<file path="config.mk">
export PLATFORM = sky130hd
export DESIGN_NAME = nbb_top
export DESIGN_NICKNAME = d
export VERILOG_FILES = /design/src/rtl/nbb_pkg.sv /design/src/rtl/nbb_rb_sync.sv /design/src/rtl/nbb_regs.sv /design/src/rtl/nbb_strobe.sv /design/src/rtl/nbb_top.sv
export SDC_FILE = /design/constraint.sdc
export NUM_CORES = 1
export LEC_CHECK = 0
export ABC_CLOCK_PERIOD_IN_PS = 3300
export BUFFER_PORTS_ARGS = -buffer_cell sky130_fd_sc_hd__buf_4
export CAP_MARGIN = 25
export CORE_AREA = 2 2 86 88
export CTS_BUF_LIST = sky130_fd_sc_hd__clkbuf_16
export CTS_CLUSTER_SIZE = 40
export DETAILED_ROUTE_END_ITERATION = 16
export DIE_AREA = 0 0 88 90
export PLACE_DENSITY = 0.77
export SLEW_MARGIN = 20
export SYNTH_ARGS = -nofsm -noshare
export SYNTH_HDL_FRONTEND = slang
export SYNTH_HIERARCHICAL = 1
export SYNTH_SLANG_ARGS = --single-unit
</file>
<file path="constraint.sdc">
create_clock -name clk -period 3.3 [get_ports clk]
set_input_delay 0.99 -clock clk [delete_from_list [all_inputs] [get_ports clk]]
set_output_delay 0.99 -clock clk [all_outputs]
set_load 0.03 [all_outputs]
</file>
<file path="src/rtl/nbb_pkg.sv">
package nbb_pkg;
  localparam int ADDR_W = 3;

  localparam logic [ADDR_W-1:0] OFF_DATA   = 3'd0;
  localparam logic [ADDR_W-1:0] OFF_MODE   = 3'd4;
  localparam logic [ADDR_W-1:0] OFF_STATUS = 3'd5;
  localparam logic [ADDR_W-1:0] OFF_FLAG   = 3'd6;
  localparam logic [ADDR_W-1:0] OFF_MASK   = 3'd7;

  localparam int MODE_CLE_BIT = 0;
  localparam int MODE_ALE_BIT = 1;
  localparam int MODE_CE_BIT  = 4;
  localparam int MODE_WP_BIT  = 7;

  localparam int STATUS_BUSY_BIT = 7;
  localparam int MASK_GLOBAL_BIT = 7;
  localparam int MASK_READY_BIT  = 0;

  typedef enum logic [1:0] {
    PH_IDLE,
    PH_LOW,
    PH_HIGH
  } phase_t;
endpackage

</file>
<file path="src/rtl/nbb_rb_sync.sv">
module nbb_rb_sync #(
  parameter int STAGES = 2
) (
  input  logic clk,
  input  logic rst_n,
  input  logic rb_async,
  output logic rb_level,
  output logic rb_rise
);
  logic [STAGES-1:0] chain_q;
  logic              prev_q;

  always_ff @(posedge clk or negedge rst_n) begin
    if (!rst_n) chain_q[0] <= 1'b1;
    else        chain_q[0] <= rb_async;
  end

  for (genvar s = 1; s < STAGES; s++) begin : g_stage
    always_ff @(posedge clk or negedge rst_n) begin
      if (!rst_n) chain_q[s] <= 1'b1;
      else        chain_q[s] <= chain_q[s-1];
    end
  end

  always_ff @(posedge clk or negedge rst_n) begin
    if (!rst_n) prev_q <= 1'b1;
    else        prev_q <= chain_q[STAGES-1];
  end

  assign rb_level = chain_q[STAGES-1];
  assign rb_rise  = chain_q[STAGES-1] & ~prev_q;
endmodule

</file>
<file path="src/rtl/nbb_regs.sv">
module nbb_regs
  import nbb_pkg::*;
(
  input  logic              clk,
  input  logic              rst_n,
  input  logic              wr_en,
  input  logic [ADDR_W-1:0] addr,
  input  logic [7:0]        wdata,
  input  logic              rb_level,
  input  logic              rb_rise,
  output logic [7:0]        mode_q,
  output logic [7:0]        mask_q,
  output logic              flag_q,
  output logic [7:0]        rd_val,
  output logic              irq
);
  always_ff @(posedge clk or negedge rst_n) begin
    if (!rst_n) begin
      mode_q <= '0;
      mask_q <= '0;
    end else if (wr_en) begin
      if (addr == OFF_MODE) mode_q <= wdata;
      if (addr == OFF_MASK) mask_q <= wdata;
    end
  end

  // sticky ready-request flag: a new edge wins over a clear in the same cycle
  always_ff @(posedge clk or negedge rst_n) begin
    if (!rst_n)                                    flag_q <= 1'b0;
    else if (rb_rise)                              flag_q <= 1'b1;
    else if (wr_en && addr == OFF_FLAG && wdata[0]) flag_q <= 1'b0;
  end

  always_comb begin
    rd_val = '0;
    case (addr)
      OFF_MODE:   rd_val = mode_q;
      OFF_STATUS: rd_val[STATUS_BUSY_BIT] = ~rb_level;
      OFF_FLAG:   rd_val[0] = flag_q;
      OFF_MASK:   rd_val = mask_q;
      default:    rd_val = '0;
    endcase
  end

  assign irq = flag_q & mask_q[MASK_GLOBAL_BIT] & mask_q[MASK_READY_BIT];
endmodule

</file>
<file path="src/rtl/nbb_strobe.sv">
module nbb_strobe
  import nbb_pkg::*;
#(
  parameter int PULSE_CYC = 3,
  parameter int RECOV_CYC = 2
) (
  input  logic        clk,
  input  logic        rst_n,
  input  logic        start,
  input  logic        is_read,
  input  logic        two_bytes,
  input  logic [15:0] wdata,
  input  logic [7:0]  dq_i,
  output logic        we_n,
  output logic        re_n,
  output logic [7:0]  dq_o,
  output logic        dq_oe,
  output logic [15:0] rdata,
  output logic        idle,
  output logic        fin
);
  localparam int MAXC  = (PULSE_CYC > RECOV_CYC) ? PULSE_CYC : RECOV_CYC;
  localparam int CNT_W = $clog2(MAXC + 1);
  localparam logic [CNT_W-1:0] LOW_LAST  = CNT_W'(PULSE_CYC - 1);
  localparam logic [CNT_W-1:0] HIGH_LAST = CNT_W'(RECOV_CYC - 1);

  phase_t           ph_q;
  logic [CNT_W-1:0] cnt_q;
  logic             idx_q;
  logic             rd_q;
  logic             two_q;
  logic [15:0]      wd_q;
  logic [15:0]      buf_q;
  logic             low_end;
  logic             high_end;

  assign low_end  = (ph_q == PH_LOW)  && (cnt_q == LOW_LAST);
  assign high_end = (ph_q == PH_HIGH) && (cnt_q == HIGH_LAST);
  assign fin      = high_end && (idx_q || !two_q);

  always_ff @(posedge clk or negedge rst_n) begin
    if (!rst_n) begin
      ph_q  <= PH_IDLE;
      cnt_q <= '0;
      idx_q <= 1'b0;
      rd_q  <= 1'b0;
      two_q <= 1'b0;
      wd_q  <= '0;
      buf_q <= '0;
    end else begin
      case (ph_q)
        PH_IDLE: begin
          if (start) begin
            ph_q  <= PH_LOW;
            cnt_q <= '0;
            idx_q <= 1'b0;
            rd_q  <= is_read;
            two_q <= two_bytes;
            wd_q  <= wdata;
            buf_q <= '0;
          end
        end
        PH_LOW: begin
          if (low_end) begin
            ph_q  <= PH_HIGH;
            cnt_q <= '0;
            // sample at the strobe's rising edge
            if (rd_q) begin
              if (idx_q) buf_q[15:8] <= dq_i;
              else       buf_q[7:0]  <= dq_i;
            end
          end else begin
            cnt_q <= cnt_q + 1'b1;
          end
        end
        PH_HIGH: begin
          if (high_end) begin
            cnt_q <= '0;
            if (fin) begin
              ph_q <= PH_IDLE;
            end else begin
              ph_q  <= PH_LOW;
              idx_q <= 1'b1;
            end
          end else begin
            cnt_q <= cnt_q + 1'b1;
          end
        end
        default: ph_q <= PH_IDLE;
      endcase
    end
  end

  assign we_n  = !((ph_q == PH_LOW) && !rd_q);
  assign re_n  = !((ph_q == PH_LOW) &&  rd_q);
  assign dq_oe = (ph_q != PH_IDLE) && !rd_q;
  assign dq_o  = idx_q ? wd_q[15:8] : wd_q[7:0];
  assign rdata = buf_q;
  assign idle  = (ph_q == PH_IDLE);
endmodule

</file>
<file path="src/rtl/nbb_top.sv">
module nbb_top
  import nbb_pkg::*;
#(
  parameter int PULSE_CYC   = 3,
  parameter int RECOV_CYC   = 2,
  parameter int SYNC_STAGES = 2
) (
  input  logic              clk,
  input  logic              rst_n,
  input  logic              req_valid,
  output logic              req_ready,
  input  logic              req_write,
  input  logic [ADDR_W-1:0] req_addr,
  input  logic              req_wide,
  input  logic [15:0]       req_wdata,
  output logic              rsp_valid,
  output logic [15:0]       rsp_rdata,
  output logic              nand_ce_n,
  output logic              nand_cle,
  output logic              nand_ale,
  output logic              nand_wp_n,
  output logic              nand_we_n,
  output logic              nand_re_n,
  output logic [7:0]        nand_dq_o,
  output logic              nand_dq_oe,
  input  logic [7:0]        nand_dq_i,
  input  logic              nand_rb,
  output logic              irq
);
  logic        hs;
  logic        is_data;
  logic        eng_start;
  logic        reg_wr;
  logic        eng_idle;
  logic        eng_fin;
  logic [15:0] eng_rdata;
  logic        rb_level;
  logic        rb_rise;
  logic [7:0]  mode_q;
  logic [7:0]  mask_q;
  logic        flag_q;
  logic [7:0]  reg_rd;
  logic        rsp_valid_q;
  logic [15:0] rsp_rdata_q;

  assign req_ready = eng_idle;
  assign hs        = req_valid & req_ready;
  assign is_data   = (req_addr == OFF_DATA);
  assign eng_start = hs & is_data;
  assign reg_wr    = hs & req_write & ~is_data;

  nbb_rb_sync #(.STAGES(SYNC_STAGES)) u_sync (
    .clk      (clk),
    .rst_n    (rst_n),
    .rb_async (nand_rb),
    .rb_level (rb_level),
    .rb_rise  (rb_rise)
  );

  nbb_regs u_regs (
    .clk      (clk),
    .rst_n    (rst_n),
    .wr_en    (reg_wr),
    .addr     (req_addr),
    .wdata    (req_wdata[7:0]),
    .rb_level (rb_level),
    .rb_rise  (rb_rise),
    .mode_q   (mode_q),
    .mask_q   (mask_q),
    .flag_q   (flag_q),
    .rd_val   (reg_rd),
    .irq      (irq)
  );

  nbb_strobe #(.PULSE_CYC(PULSE_CYC), .RECOV_CYC(RECOV_CYC)) u_strobe (
    .clk       (clk),
    .rst_n     (rst_n),
    .start     (eng_start),
    .is_read   (~req_write),
    .two_bytes (req_wide),
    .wdata     (req_wdata),
    .dq_i      (nand_dq_i),
    .we_n      (nand_we_n),
    .re_n      (nand_re_n),
    .dq_o      (nand_dq_o),
    .dq_oe     (nand_dq_oe),
    .rdata     (eng_rdata),
    .idle      (eng_idle),
    .fin       (eng_fin)
  );

  always_ff @(posedge clk or negedge rst_n) begin
    if (!rst_n) begin
      rsp_valid_q <= 1'b0;
      rsp_rdata_q <= '0;
    end else begin
      rsp_valid_q <= (hs & ~is_data) | eng_fin;
      if (hs && !is_data)
        rsp_rdata_q <= req_write ? 16'h0000 : {8'h00, reg_rd};
      else if (eng_fin)
        rsp_rdata_q <= eng_rdata;
    end
  end

  assign rsp_valid = rsp_valid_q;
  assign rsp_rdata = rsp_rdata_q;

  assign nand_ce_n = ~mode_q[MODE_CE_BIT];
  assign nand_cle  =  mode_q[MODE_CLE_BIT];
  assign nand_ale  =  mode_q[MODE_ALE_BIT];
  assign nand_wp_n =  mode_q[MODE_WP_BIT];
endmodule

</file>
==> out/results.tsv <==
metric	value	unit
num_vias	2645	
busiest_layer	met2	
worstReg2RegEnd	u_regs/mode_q[7]$_DFFE_PN0P_	
syn_area	3754	sq um
design_area	4628	sq um
clock_path_buffers	2	
r2r_slack	0.89	ns
die_area	7920	sq um
min-delay-path-class	register to register	
synth-edff-count	0	
p_per_area	931.4	nW/um^2
min_to	u_sync/rb_level$_DFF_PN1_	
ctsHoldBuffers	0	
syn_inst	315	
grt_use_met2	32.77	%
synth_nets	353	
cts_buffers	9	
p_seq_share	36.6	%
track_usage	21.55	%
cts_setup_buffers	0	
htree_levels	3	
avgSynthCellArea	11.92	sq um
whs	0.3571	ns
drt_iter0_markers	202	
layout_commonest_cell	dfrtp_1	
synthFlopType	dfrtp_1	
worstMarginPinSlew	0.7760	ns
crit_type	register to primary output	
routed_via_density	5.431	
wire_per_inst	16.25	microns
grt_overflow	0	
arrival	1.55	ns
setup_viol	0	
place.gp.congestion	0.8289	
end_kind	primary output	
power	0.004311	W
finClkSkew	0.007241	ns
dieHeight	90	microns
synth_cell_types	46	
period_share	76.84	%
nets	421	
io_pins	67	
final.min_clock_period	2.536	ns
max-cap-violations	0	
grtUsageMet1	30.22	%
grt_pass1_vias	2633	
leakagePower	2.185	nW
worstHoldStart	u_sync/chain_q[0]$_DFF_PN1_	
n_antenna_cell	0	
outcome	finished clean	
p_clk_share	22.7	%
drt_pass1_iterations	4	
coreArea	7020	sq um
portBuffers	66	
numClockSinks	76	
rows	31	
switching_share	37.60	%
worstHoldPathCells	0	
start_util	53.47	%
area_delta_synth_final	23.30	%
cts-root-buf	clkbuf_16	
vdd_ir_drop_max	0.5585	mV
postRouteAntennaNets	0	
synth_seq_area_share	50.77	%
wirelength	7.915	mm
ys_ff_latch	76	
yosysWarnings	6	
clock.fmax	0.3944	GHz
p_comb_share	40.6	%
clkTransAtPathRegs	0.06	ns
clock_latency	0.33	ns
ctsResizeCount	0	
worstReg2RegStart	u_strobe/ph_q[1]$_DFFE_PN0P_	
cp_max_fo	12	
final_util	65.92	%
dp_hpwl	5.379	mm
worstPathRequired	2.31	ns
cts_tree	yes	
drc_errors	0	
placed_area	4308	sq um
slew_headroom	48.14	%
use_met3	4.867	%
switching_power	0.001621	W
grt_pass1_wl	13.22	mm
final_cell_mix	73 x dfrtp_1, 72 x buf_4, 35 x mux2_2	
hold_viol	0	
drv_slew	0	
intPower	0.002690	W
antenna_found_initial	0	
die_x	88	microns
tns	0	ns
rsz0062_at_grt	no	
ff2ff_path_depth	8	
grt_max_degree	77	
ys_async_sr_fraction	100.0	%
startpoint_type	register	
drive_above_1_share	38.92	%
-- per-layer routing --
metal  wire [microns]  share of wire, %
met5                0                 0
met4              132               1.7
met3              344               4.3
met2             3867                49
met1             3570                45
-- stage by stage --
step                      instances  setup slack [ns]
final                           487            0.7644
after global routing            487            0.6517
after CTS                       486            0.7500
after detailed placement        470            0.5844
after global placement          470            0.5810
after floorplan                 315            0.6170
-- cells in the mapped netlist, types with 2 or more instances --
cell,number,area (sq um)
mux2_4,8,120.1
buf_4,3,22.52
o21ai_2,2,17.52
nand2_1,31,116.4
o311a_1,2,20.02
nor2_1,16,60.06
nor2b_1,4,25.02
or3b_2,6,52.55
a21oi_1,4,20.02
buf_6,5,56.30
nand2b_1,14,87.58
dfstp_2,3,78.83
dfrtp_1,73,1827
inv_1,10,37.54
nand3_1,6,30.03
o21ai_0,13,65.06
ha_1,5,62.56
mux2_2,35,394.1
buf_2,5,25.02
o21ai_1,5,25.02
mux2i_1,26,260.3
clkbuf_1,3,11.26
a21boi_1,6,45.04
o31ai_1,2,15.01
a22oi_1,7,52.55
-- critical path: stages, from the launching register on --
cell	delay (ns)
dfrtp_1	0.65
mux2_2	0.40
buf_4	0.17
-- final cells by class --
cell class / count / area [sq um]
Clock buffer: 9 / 225.2
Clock inverter: 7 / 75.07
Fill cell: 553 / 2392
Inverter: 10 / 37.54
Multi-Input combinational cell: 213 / 1700
Sequential cell: 76 / 1906
Tap cell: 99 / 123.9
Timing Repair Buffer: 73 / 560.5
-- kinds of logic (layout without fill, tap and decap cells) --
kind of cell    Yosys count  count (layout)  share of synthesized area [%]
mux                      70              70                          21.23
buf+inv                  26              99                          4.066
compound gates           49              49                          8.967
fa+ha+maj                 5               5                          1.667
simple gates             89              89                          13.30
flops                    76              76                          50.77
-- state kept, by name (all words and copies together) (netlist names), 2 cells and up --
register / count
u_strobe/ph_q: 2
u_strobe/cnt_q: 2
u_regs/mode_q: 8
u_regs/mask_q: 8
u_strobe/rdata: 16
u_strobe/wd_q: 16
rsp_rdata: 16
-- worst max-delay path by stage --
stage,start,to,slack (ns),cells after the start
final,u_strobe/idx_q$_DFFE_PN0P_,nand_dq_o[1],0.76,2
after global routing,u_strobe/ph_q[1]$_DFFE_PN0P_,u_strobe/idx_q$_DFFE_PN0P_,0.65,9
after CTS,u_strobe/idx_q$_DFFE_PN0P_,nand_dq_o[1],0.75,2
after detailed placement,req_addr[0],u_regs/mode_q[7]$_DFFE_PN0P_,0.58,6
after global placement,req_addr[1],u_strobe/wd_q[10]$_DFFE_PN0P_,0.58,5
after floorplan,req_addr[2],u_strobe/wd_q[10]$_DFFE_PN0P_,0.62,4
-- power by group through the flow --
stage,Sequential (W),Clock [W],Combinational (W)
6_report,0.00158,0.000980,0.00175
5_1_grt,0.00163,0.00104,0.00190
4_1_cts,0.00158,0.000996,0.00176
3_5_place_dp,0.00159,0,0.00175
3_3_place_gp,0.00157,0,0.00169
2_1_floorplan,0.00163,0,0.00115
No activity file was read; power rests on OpenSTA's default activity.
